==> config.mk <==
export PLATFORM = sky130hd
export DESIGN_NAME = crc_instr_unit
export DESIGN_NICKNAME = d
export VERILOG_FILES = /design/src/rtl/crc_unit_pkg.sv /design/src/rtl/crc_decode.sv /design/src/rtl/crc_fold.sv /design/src/rtl/crc_instr_unit.sv
export SDC_FILE = /design/constraint.sdc
export NUM_CORES = 1
export LEC_CHECK = 0
export CORE_MARGIN = 1
export CORE_UTILIZATION = 35
export DETAILED_ROUTE_END_ITERATION = 7
export GPL_TIMING_DRIVEN = 0
export HOLD_SLACK_MARGIN = 0.02
export MAX_ROUTING_LAYER = met4
export PLACE_DENSITY = 0.54
export SETUP_SLACK_MARGIN = 0.3
export SYNTH_ARGS = -nofsm -noshare
export SYNTH_HDL_FRONTEND = slang
export SYNTH_SLANG_ARGS = --single-unit
==> constraint.sdc <==
create_clock -name clk -period 7.4 [get_ports clk]
set_input_delay 1.11 -clock clk [delete_from_list [all_inputs] [get_ports clk]]
set_output_delay 1.11 -clock clk [all_outputs]
set_load 0.02 [all_outputs]
==> src/rtl/crc_unit_pkg.sv <==
package crc_unit_pkg;
    localparam int unsigned XLEN = 32;
    localparam logic [XLEN-1:0] POLY_ISO  = 32'hEDB88320;
    localparam logic [XLEN-1:0] POLY_CAST = 32'h82F63B78;
    localparam logic [3:0]      COND_ALWAYS = 4'hE;
    localparam logic [3:0]      PC_INDEX    = 4'hF;

    typedef enum logic [0:0] {ST_IDLE, ST_SHOW} show_state_t;

    typedef struct packed {
        logic       hit;
        logic       trap;
        logic       castagnoli;
        logic [1:0] size;
        logic [3:0] rd;
    } crc_dec_t;

    // One reflected byte step, least significant bit first.
    function automatic logic [XLEN-1:0] crc_byte_step(
        input logic [XLEN-1:0] cur,
        input logic [7:0]      din,
        input logic [XLEN-1:0] poly);
        logic [XLEN-1:0] c;
        c = cur ^ {{(XLEN-8){1'b0}}, din};
        for (int k = 0; k < 8; k++) begin
            c = c[0] ? ((c >> 1) ^ poly) : (c >> 1);
        end
        return c;
    endfunction
endpackage

==> src/rtl/crc_decode.sv <==
module crc_decode
    import crc_unit_pkg::*;
(
    input  logic [31:0] word,
    output crc_dec_t    dec
);
    logic [3:0] cond_f, rn_f, rd_f, rm_f;
    logic       fixed_ok, pc_used;

    assign cond_f = word[31:28];
    assign rn_f   = word[19:16];
    assign rd_f   = word[15:12];
    assign rm_f   = word[3:0];

    assign fixed_ok = (word[27:23] == 5'b00010) && !word[20] &&
                      (word[11:10] == 2'b00) && !word[8] &&
                      (word[7:4] == 4'b0100);
    assign pc_used  = (rd_f == PC_INDEX) || (rn_f == PC_INDEX) || (rm_f == PC_INDEX);

    always_comb begin
        dec.hit        = fixed_ok;
        dec.castagnoli = word[9];
        dec.size       = word[22:21];
        dec.rd         = rd_f;
        dec.trap       = fixed_ok &&
                         ((cond_f != COND_ALWAYS) || (word[22:21] == 2'b11) || pc_used);
    end
endmodule

==> src/rtl/crc_fold.sv <==
module crc_fold
    import crc_unit_pkg::*;
#(
    parameter int unsigned WIDTH = XLEN
) (
    input  logic [WIDTH-1:0] acc,
    input  logic [WIDTH-1:0] data,
    input  logic             castagnoli,
    input  logic [1:0]       size,
    output logic [WIDTH-1:0] crc_out
);
    localparam int unsigned NBYTES = WIDTH / 8;

    logic [WIDTH-1:0] poly;
    logic [WIDTH-1:0] chain [NBYTES+1];

    assign poly     = castagnoli ? POLY_CAST : POLY_ISO;
    assign chain[0] = acc;

    // Bytes enter lowest first; each stage folds one more byte.
    for (genvar b = 0; b < NBYTES; b++) begin : g_stage
        assign chain[b+1] = crc_byte_step(chain[b], data[8*b +: 8], poly);
    end

    always_comb begin
        unique case (size)
            2'b00:   crc_out = chain[1];
            2'b01:   crc_out = chain[2];
            default: crc_out = chain[NBYTES];
        endcase
    end
endmodule

==> src/rtl/crc_instr_unit.sv <==
module crc_instr_unit
    import crc_unit_pkg::*;
(
    input  logic        clk,
    input  logic        rst_n,
    input  logic        in_valid,
    input  logic [31:0] instr,
    input  logic [31:0] acc_val,
    input  logic [31:0] dat_val,
    output logic        out_valid,
    output logic        match,
    output logic        wr_en,
    output logic        unpred,
    output logic [3:0]  dest_idx,
    output logic [31:0] result
);
    crc_dec_t    dec;
    logic [31:0] folded;
    show_state_t state, state_nx;

    crc_decode u_dec (.word(instr), .dec(dec));

    crc_fold #(.WIDTH(XLEN)) u_fold (
        .acc(acc_val), .data(dat_val), .castagnoli(dec.castagnoli),
        .size(dec.size), .crc_out(folded)
    );

    always_comb begin
        state_nx = state;
        unique case (state)
            ST_IDLE: if (in_valid)  state_nx = ST_SHOW;
            ST_SHOW: if (!in_valid) state_nx = ST_IDLE;
            default: state_nx = ST_IDLE;
        endcase
    end

    always_ff @(posedge clk) begin
        if (!rst_n) state <= ST_IDLE;
        else        state <= state_nx;
    end

    assign out_valid = (state == ST_SHOW);

    always_ff @(posedge clk) begin
        if (!rst_n) begin
            match    <= 1'b0;
            wr_en    <= 1'b0;
            unpred   <= 1'b0;
            dest_idx <= '0;
            result   <= '0;
        end else if (in_valid) begin
            match    <= dec.hit;
            wr_en    <= dec.hit && !dec.trap;
            unpred   <= dec.trap;
            dest_idx <= dec.rd;
            result   <= folded;
        end else begin
            match  <= 1'b0;
            wr_en  <= 1'b0;
            unpred <= 1'b0;
        end
    end

    AST_WRITE_OR_TRAP: assert property (@(posedge clk) disable iff (!rst_n)
        !(wr_en && unpred));
    AST_FLAGS_NEED_MATCH: assert property (@(posedge clk) disable iff (!rst_n)
        (wr_en || unpred) |-> match);
    AST_NO_PC_WRITE: assert property (@(posedge clk) disable iff (!rst_n)
        wr_en |-> (dest_idx != PC_INDEX));
    AST_STROBE_TO_VALID: assert property (@(posedge clk) disable iff (!rst_n)
        in_valid |=> out_valid);
    AST_QUIET_WITHOUT_STROBE: assert property (@(posedge clk) disable iff (!rst_n)
        !in_valid |=> !(match || wr_en || unpred));
    AST_RESULT_HELD: assert property (@(posedge clk) disable iff (!rst_n)
        !in_valid |=> $stable(result));
endmodule

Yosys cells after proc, flatten, opt, wreduce, memory -nomap -nowiden
Cells that the tools add are included.
{"block": "word_totals", "out_inout_bits": 40, "input_bits": 99, "regBits": 40}
{"block": "op_classes", "bitwise_logic": 36, "n_eq_ne": 8, "mux": 35, "reduce_logical": 16}
{"operator": "32-bit 2-to-1 mux", "n": 32}
{"operator": "31-bit by 32-bit bitwise XOR with 32-bit output", "n": 32}
{"operator": "32-bit by 8-bit bitwise XOR with 32-bit output", "n": 4}
{"operator": "32-bit one-hot mux with 2 select lines", "n": 1}
{"operator": "31-bit 2-to-1 mux", "n": 1}
{"operator": "4-bit == test, second input constant", "n": 3}
{"operator": "1-bit logical AND", "n": 6}
{"operator": "5-bit by 2-bit == test with 1-bit output, second input constant", "n": 1}
{"operator": "4-bit by 3-bit == test with 1-bit output, second input constant", "n": 1}
{"operator": "2-bit logical NOT", "n": 2}
{"operator": "1-bit logical OR", "n": 4}
{"operator": "4-bit != test, second input constant", "n": 1}
{"operator": "1-bit logical NOT", "n": 3}
{"operator": "2-bit by 1-bit == test with 1-bit output, second input constant", "n": 1}
{"operator": "2-bit == test, second input constant", "n": 1}
{"operator": "2-bit AND reduction", "n": 1}
{"operator": "1-bit 2-to-1 mux", "n": 1}

Longest topological paths before layout
{"block": "depth", "ltp_word": 69, "mapped_depth": 24, "ltp_nobuf": 20}

By module
From an unflattened synthesis, not the netlist that was laid out.
{"block": "unflattened", "cells_unflattened": 1165, "area_unflattened_um2": 10801.6}
{"module": "crc_fold", "seq_area_each_um2": 0.0, "cells_each": 1020, "area_each_um2": 9156.3, "n_inst": 1}
{"module": "crc_instr_unit", "seq_area_each_um2": 800.8, "cells_each": 125, "area_each_um2": 1490.2, "n_inst": 1}
{"module": "crc_decode", "seq_area_each_um2": 0.0, "cells_each": 20, "area_each_um2": 155.1, "n_inst": 1}

Worst setup path after synthesis
No wires, ideal clock.
{"block": "synth_timing", "path_type": "input port to flip-flop", "startpoint": "input acc_val[1]", "endpoint": "register result[17]", "cell_stages": 18, "setup_ps": 59, "t_arrival_ps": 7233, "setup_slack_ps": 107, "cell_sequence": "xnor2_1 > buf_4 > xnor2_2 > xnor3_2 > xor2_4 > xnor3_1 > xnor2_2 > xnor3_1 > nand2b_2 > xnor2_4 > xnor2_1 > mux2i_1 > xnor3_1 > or2_4 > xnor2_4 > xnor3_1 > a2111oi_0 > o31a_1"}
{"block": "synth_between", "elab_chain_cells": 67, "elab_cells_between_ends": 68, "classes_between": "mux (33); bitwise (35)"}
{"item": "start: declaration", "line": "crc_instr_unit.sv:8", "source": "input logic [31:0] acc_val,"}
{"item": "32-bit by 8-bit bitwise XOR with 32-bit output *", "line": "crc_unit_pkg.sv:24", "source": "c = cur ^ {{(XLEN-8){1'b0}}, din};"}
{"item": "31-bit by 32-bit bitwise XOR with 32-bit output", "line": "crc_unit_pkg.sv:26", "source": "c = c[0] ? ((c >> 1) ^ poly) : (c >> 1);"}
{"item": "32-bit 2-to-1 mux * (2 in series)", "line": "crc_unit_pkg.sv:26"}
{"item": "31-bit by 32-bit bitwise XOR with 32-bit output", "line": "crc_unit_pkg.sv:26"}
{"item": "32-bit 2-to-1 mux *", "line": "crc_unit_pkg.sv:26"}
{"item": "31-bit by 32-bit bitwise XOR with 32-bit output", "line": "crc_unit_pkg.sv:26"}
{"item": "32-bit 2-to-1 mux *", "line": "crc_unit_pkg.sv:26"}
{"item": "31-bit by 32-bit bitwise XOR with 32-bit output", "line": "crc_unit_pkg.sv:26"}
{"item": "[... 50 more ...]"}
{"item": "32-bit 2-to-1 mux or 31-bit by 32-bit bitwise XOR with 32-bit output (tied branches)", "line": "crc_unit_pkg.sv:26"}
{"item": "31-bit by 32-bit bitwise XOR with 32-bit output or 32-bit 2-to-1 mux (tied branches)", "line": "crc_unit_pkg.sv:26"}
{"item": "32-bit 2-to-1 mux or 31-bit by 32-bit bitwise XOR with 32-bit output (tied branches)", "line": "crc_unit_pkg.sv:26"}
{"item": "31-bit by 32-bit bitwise XOR with 32-bit output or 32-bit 2-to-1 mux (tied branches)", "line": "crc_unit_pkg.sv:26"}
{"item": "32-bit 2-to-1 mux or 31-bit by 32-bit bitwise XOR with 32-bit output (tied branches)", "line": "crc_unit_pkg.sv:26"}
{"item": "31-bit by 32-bit bitwise XOR with 32-bit output or 32-bit 2-to-1 mux (tied branches)", "line": "crc_unit_pkg.sv:26"}
{"item": "32-bit 2-to-1 mux", "line": "crc_unit_pkg.sv:26"}
{"item": "32-bit one-hot mux with 2 select lines *", "line": "crc_fold.sv:26", "source": "unique case (size)"}
{"item": "end signal: assignment", "line": "crc_instr_unit.sv:56", "source": "result <= folded;"}
{"item": "end: declaration", "line": "crc_instr_unit.sv:15", "source": "output logic [31:0] result"}
Mark *: on every way between the ends. The rest lies on a longest branch, timed or not.
A chain may end at the register's enable or synchronous reset.

Final worst setup path
{"block": "layout_timing", "startpoint": "input acc_val[13]", "endpoint": "register result[5]"}
{"block": "layout_between", "elab_chain_cells": 68}
{"item": "32-bit by 8-bit bitwise XOR with 32-bit output *", "line": "crc_unit_pkg.sv:24"}
{"item": "31-bit by 32-bit bitwise XOR with 32-bit output", "line": "crc_unit_pkg.sv:26"}
{"item": "32-bit 2-to-1 mux *", "line": "crc_unit_pkg.sv:26"}
{"item": "31-bit by 32-bit bitwise XOR with 32-bit output", "line": "crc_unit_pkg.sv:26"}
{"item": "32-bit 2-to-1 mux *", "line": "crc_unit_pkg.sv:26"}
{"item": "31-bit by 32-bit bitwise XOR with 32-bit output", "line": "crc_unit_pkg.sv:26"}
{"item": "32-bit 2-to-1 mux *", "line": "crc_unit_pkg.sv:26"}
{"item": "31-bit by 32-bit bitwise XOR with 32-bit output", "line": "crc_unit_pkg.sv:26"}
{"item": "[... 52 more ...]"}
{"item": "32-bit 2-to-1 mux", "line": "crc_unit_pkg.sv:26"}
{"item": "31-bit by 32-bit bitwise XOR with 32-bit output", "line": "crc_unit_pkg.sv:26"}
{"item": "32-bit 2-to-1 mux", "line": "crc_unit_pkg.sv:26"}
{"item": "31-bit by 32-bit bitwise XOR with 32-bit output", "line": "crc_unit_pkg.sv:26"}
{"item": "32-bit 2-to-1 mux", "line": "crc_unit_pkg.sv:26"}
{"item": "31-bit by 32-bit bitwise XOR with 32-bit output", "line": "crc_unit_pkg.sv:26"}
{"item": "32-bit 2-to-1 mux", "line": "crc_unit_pkg.sv:26"}
{"item": "32-bit one-hot mux with 2 select lines *", "line": "crc_fold.sv:26"}
Marked as above.

==> impl_metrics.py <==
metrics = {
    "critical_path": {
        "startpoint_type": "input pin",
        "crit_path_end_kind": "flop",
        "r2r_cells": 3,
        "crit_fanout": 8,
        "r2r_slack_ps": 6520,
        "startpoint": "acc_val[13]",
        "path_class": "in -> reg",
        "rr_startpoint": "result[11]",
        "cp.required_ps": 7540,
        "cp.arrival_ps": 7190,
        "r2r_end": "result[11]",
    },
    "outcome": {
        "status": "complete, no violations",
    },
    "drt": {
        "via_per_inst": 5.30,
        "drc": 0,
        "wl_microns": 42600,
        "antenna_left": 0,
        "wl_per_cell_microns": 22.6,
        "initialDrtViolationCount": 903,
        "vias": 10000,
        "dr.pass1.iters": 5,
    },
    "placed_design": {
        "dp_hpwl_microns": 32400,
        "place_area_sq_um": 12100,
        "numPlacedInstances": 1689,
        "gp_congestion": 0.998,
        "port_buffers": 134,
    },
    "synthesis": {
        "avgSynthCellArea_sq_um": 8.72,
        "syn_nets": 1270,
        "synth-edff-count": 0,
        "ys_warn_count": 0,
        "synth_cells": 1171,
        "synth_seq_area_share": 0.0784,
        "synthFlopType": "dfxtp_1",
        "ys_async_sr_fraction": 0,
        "syn_area_sq_um": 10200,
        "ys_types": 66,
        "synth-seq-cells": 40,
    },
    "clock_network": {
        "clock_path_buffers": 2,
        "cts_tree": "done",
        "cts_root_buf": "clkbuf_16",
        "cts.reportedPaths.clkPinSlew_ps": 60,
        "ctsHtreeMaxLevel": 2,
        "numCtsBuffers": 5,
        "hold_buffers": 0,
        "cts.sinks": 40,
        "clk_latency_ps": 280,
    },
    "floorplanning": {
        "initial_core_util": 0.356,
        "core_sq_um": 28700,
        "num_io_pins": 139,
        "fp.dieW_microns": 173,
        "die_y_microns": 173,
        "die_area_sq_um": 29900,
        "rows": 62,
    },
    "sta": {
        "max_freq_mhz": 142,
        "clock_skew_ps": 0,
        "worst_pin_slew_ps": 1020,
        "max-slew-margin-rel": 0.318,
        "hold_viol_final": 0,
        "grt_setup_unrepaired": "yes",
        "period_minus_slack_ps": 7050,
        "min_period_over_period": 0.953,
        "maxSlewViolCount": 0,
        "finalSetupViolCount": 0,
    },
    "cells_and_area": {
        "nets": 1601,
        "fin_area_sq_um": 15200,
        "fill_cells": 2615,
        "area_growth_pct": 49.1,
        "multi_input_area_sq_um": 10500,
        "diodes": 0,
        "final_common_cell": "xnor2_1",
        "mostFrequentLayoutCells": "xnor2_1, buf_4, clkdlybuf4s50_1, nor2_1, xor2_1",
        "drive_above_1_share": 0.284,
        "final-instance-count-excl-fill": 1887,
        "seqCellArea_sq_um": 801,
    },
    "hold_path": {
        "hold_path_end": "result[28]",
        "min_path_cells": 2,
        "hp-start": "result[28]",
        "hold_path.class": "reg -> reg",
    },
    "global_routing": {
        "met2_usage": 0.449,
        "top_usage_layer": "met2",
        "grt_max_degree": 13,
        "grt_first_pass_wirelength_microns": 61400,
        "gr-total-overflow": 0,
        "antenna_found_initial": 0,
        "first_global_vias": 9525,
        "grt_use_met1": 0.370,
        "grt.met3_usage": 0.0169,
        "grt.total_usage": 0.282,
    },
    "run": {
        "max_cap_violations": 0,
    },
}
==> metrics by stage <==
step	setup slack [ps]	util	TNS [ps]	hold slack, ps
4_1_cts	249	0.505	0	480
3_5_place_dp	-2230	0.422	-59030	472
2_1_floorplan	303	-	0	545
5_1_grt	169	0.531	0	504
6_report	351	0.531	0	478
3_3_place_gp	-2260	0.422	-58760	469
==> per-layer routing <==
metal	share of wire	wire length [microns]
met2	0.46	19500
met4	0.060	2540
met1	0.41	17300
met3	0.077	3270
met5	0	0
==> registers in the layout, summed over array words and instances, names as in the netlist <==
signal,cells
out_valid,1
unpred,1
match,1
wr_en,1
result,32
dest_idx,4
==> layout make-up <==
| class | instances | area share |
|---|---|---|
| Buffer | 64 | 0.0229 |
| Clock buffer | 7 | 0.0100 |
| Clock inverter | 1 | 0.00197 |
| Inverter | 12 | 0.00296 |
| Multi-Input combinational cell | 1055 | 0.688 |
| Sequential cell | 40 | 0.0526 |
| Tap cell | 384 | 0.0315 |
| Timing Repair Buffer | 324 | 0.190 |
==> synth_stat cells, types with 8 or more instances <==
| cell type | count | share of area |
|---|---|---|
| a211oi_1 | 26 | 0.019 |
| a21oi_1 | 72 | 0.035 |
| a31oi_1 | 10 | 0.0061 |
| and2_1 | 12 | 0.0073 |
| buf_1 | 11 | 0.0040 |
| clkbuf_1 | 44 | 0.016 |
| dfxtp_1 | 40 | 0.078 |
| inv_1 | 10 | 0.0037 |
| mux2i_1 | 18 | 0.018 |
| nand2_1 | 80 | 0.029 |
| nand2b_1 | 8 | 0.0049 |
| nor2_1 | 109 | 0.040 |
| nor3_1 | 19 | 0.0093 |
| o21ai_0 | 52 | 0.025 |
| xnor2_1 | 359 | 0.31 |
| xnor2_2 | 24 | 0.038 |
| xnor2_4 | 9 | 0.024 |
| xnor3_1 | 52 | 0.11 |
| xor2_1 | 94 | 0.081 |
| xor2_4 | 8 | 0.022 |
| xor3_1 | 9 | 0.021 |
==> critical path, stage by stage <==
cell	delay, ps
clkdlybuf4s50_1	460
xnor3_1	430
xor3_1	220
xor3_2	340
xnor2_2	290
xnor3_2	460
xnor2_4	300
xnor3_1	430
nand2b_2	250
xnor2_4	310
buf_4	190
xnor3_1	260
nand2_1	110
xnor3_1	410
buf_4	220
xnor3_2	310
buf_12	160
xnor2_1	170
xor2_1	280
xnor2_1	150
a211oi_2	240
nor3_1	70
==> repair_timing <==
| item | CTS | global route |
|---|---|---|
| pin swaps | 78 | 27 |
| setup buffers | 136 | 54 |
| resized for setup | 190 | 70 |
| setup endpoints to repair | 32 | 30 |
==> kinds of logic after synthesis <==
group	count (synthesis)	share of synthesized area
AO/OA/AOI/OAI	201	0.118
XOR/XNOR	568	0.634
buffers and inverters	76	0.0300
flip-flops	40	0.0784
multiplexers	23	0.0231
AND/OR/NAND/NOR	263	0.117
==> worst max path at each step <==
stage / end / slack, ps / cells after the start
detailed placement: result[17] / -2230 / 21
finish: result[5] / 350 / 22
global placement: result[17] / -2260 / 21
CTS: result[5] / 250 / 24
floorplan: result[17] / 300 / 19
global route: result[3] / 170 / 25
Power is not shown: default switching activity piles up to over one toggle a cycle in this logic, so the estimate is an artifact.
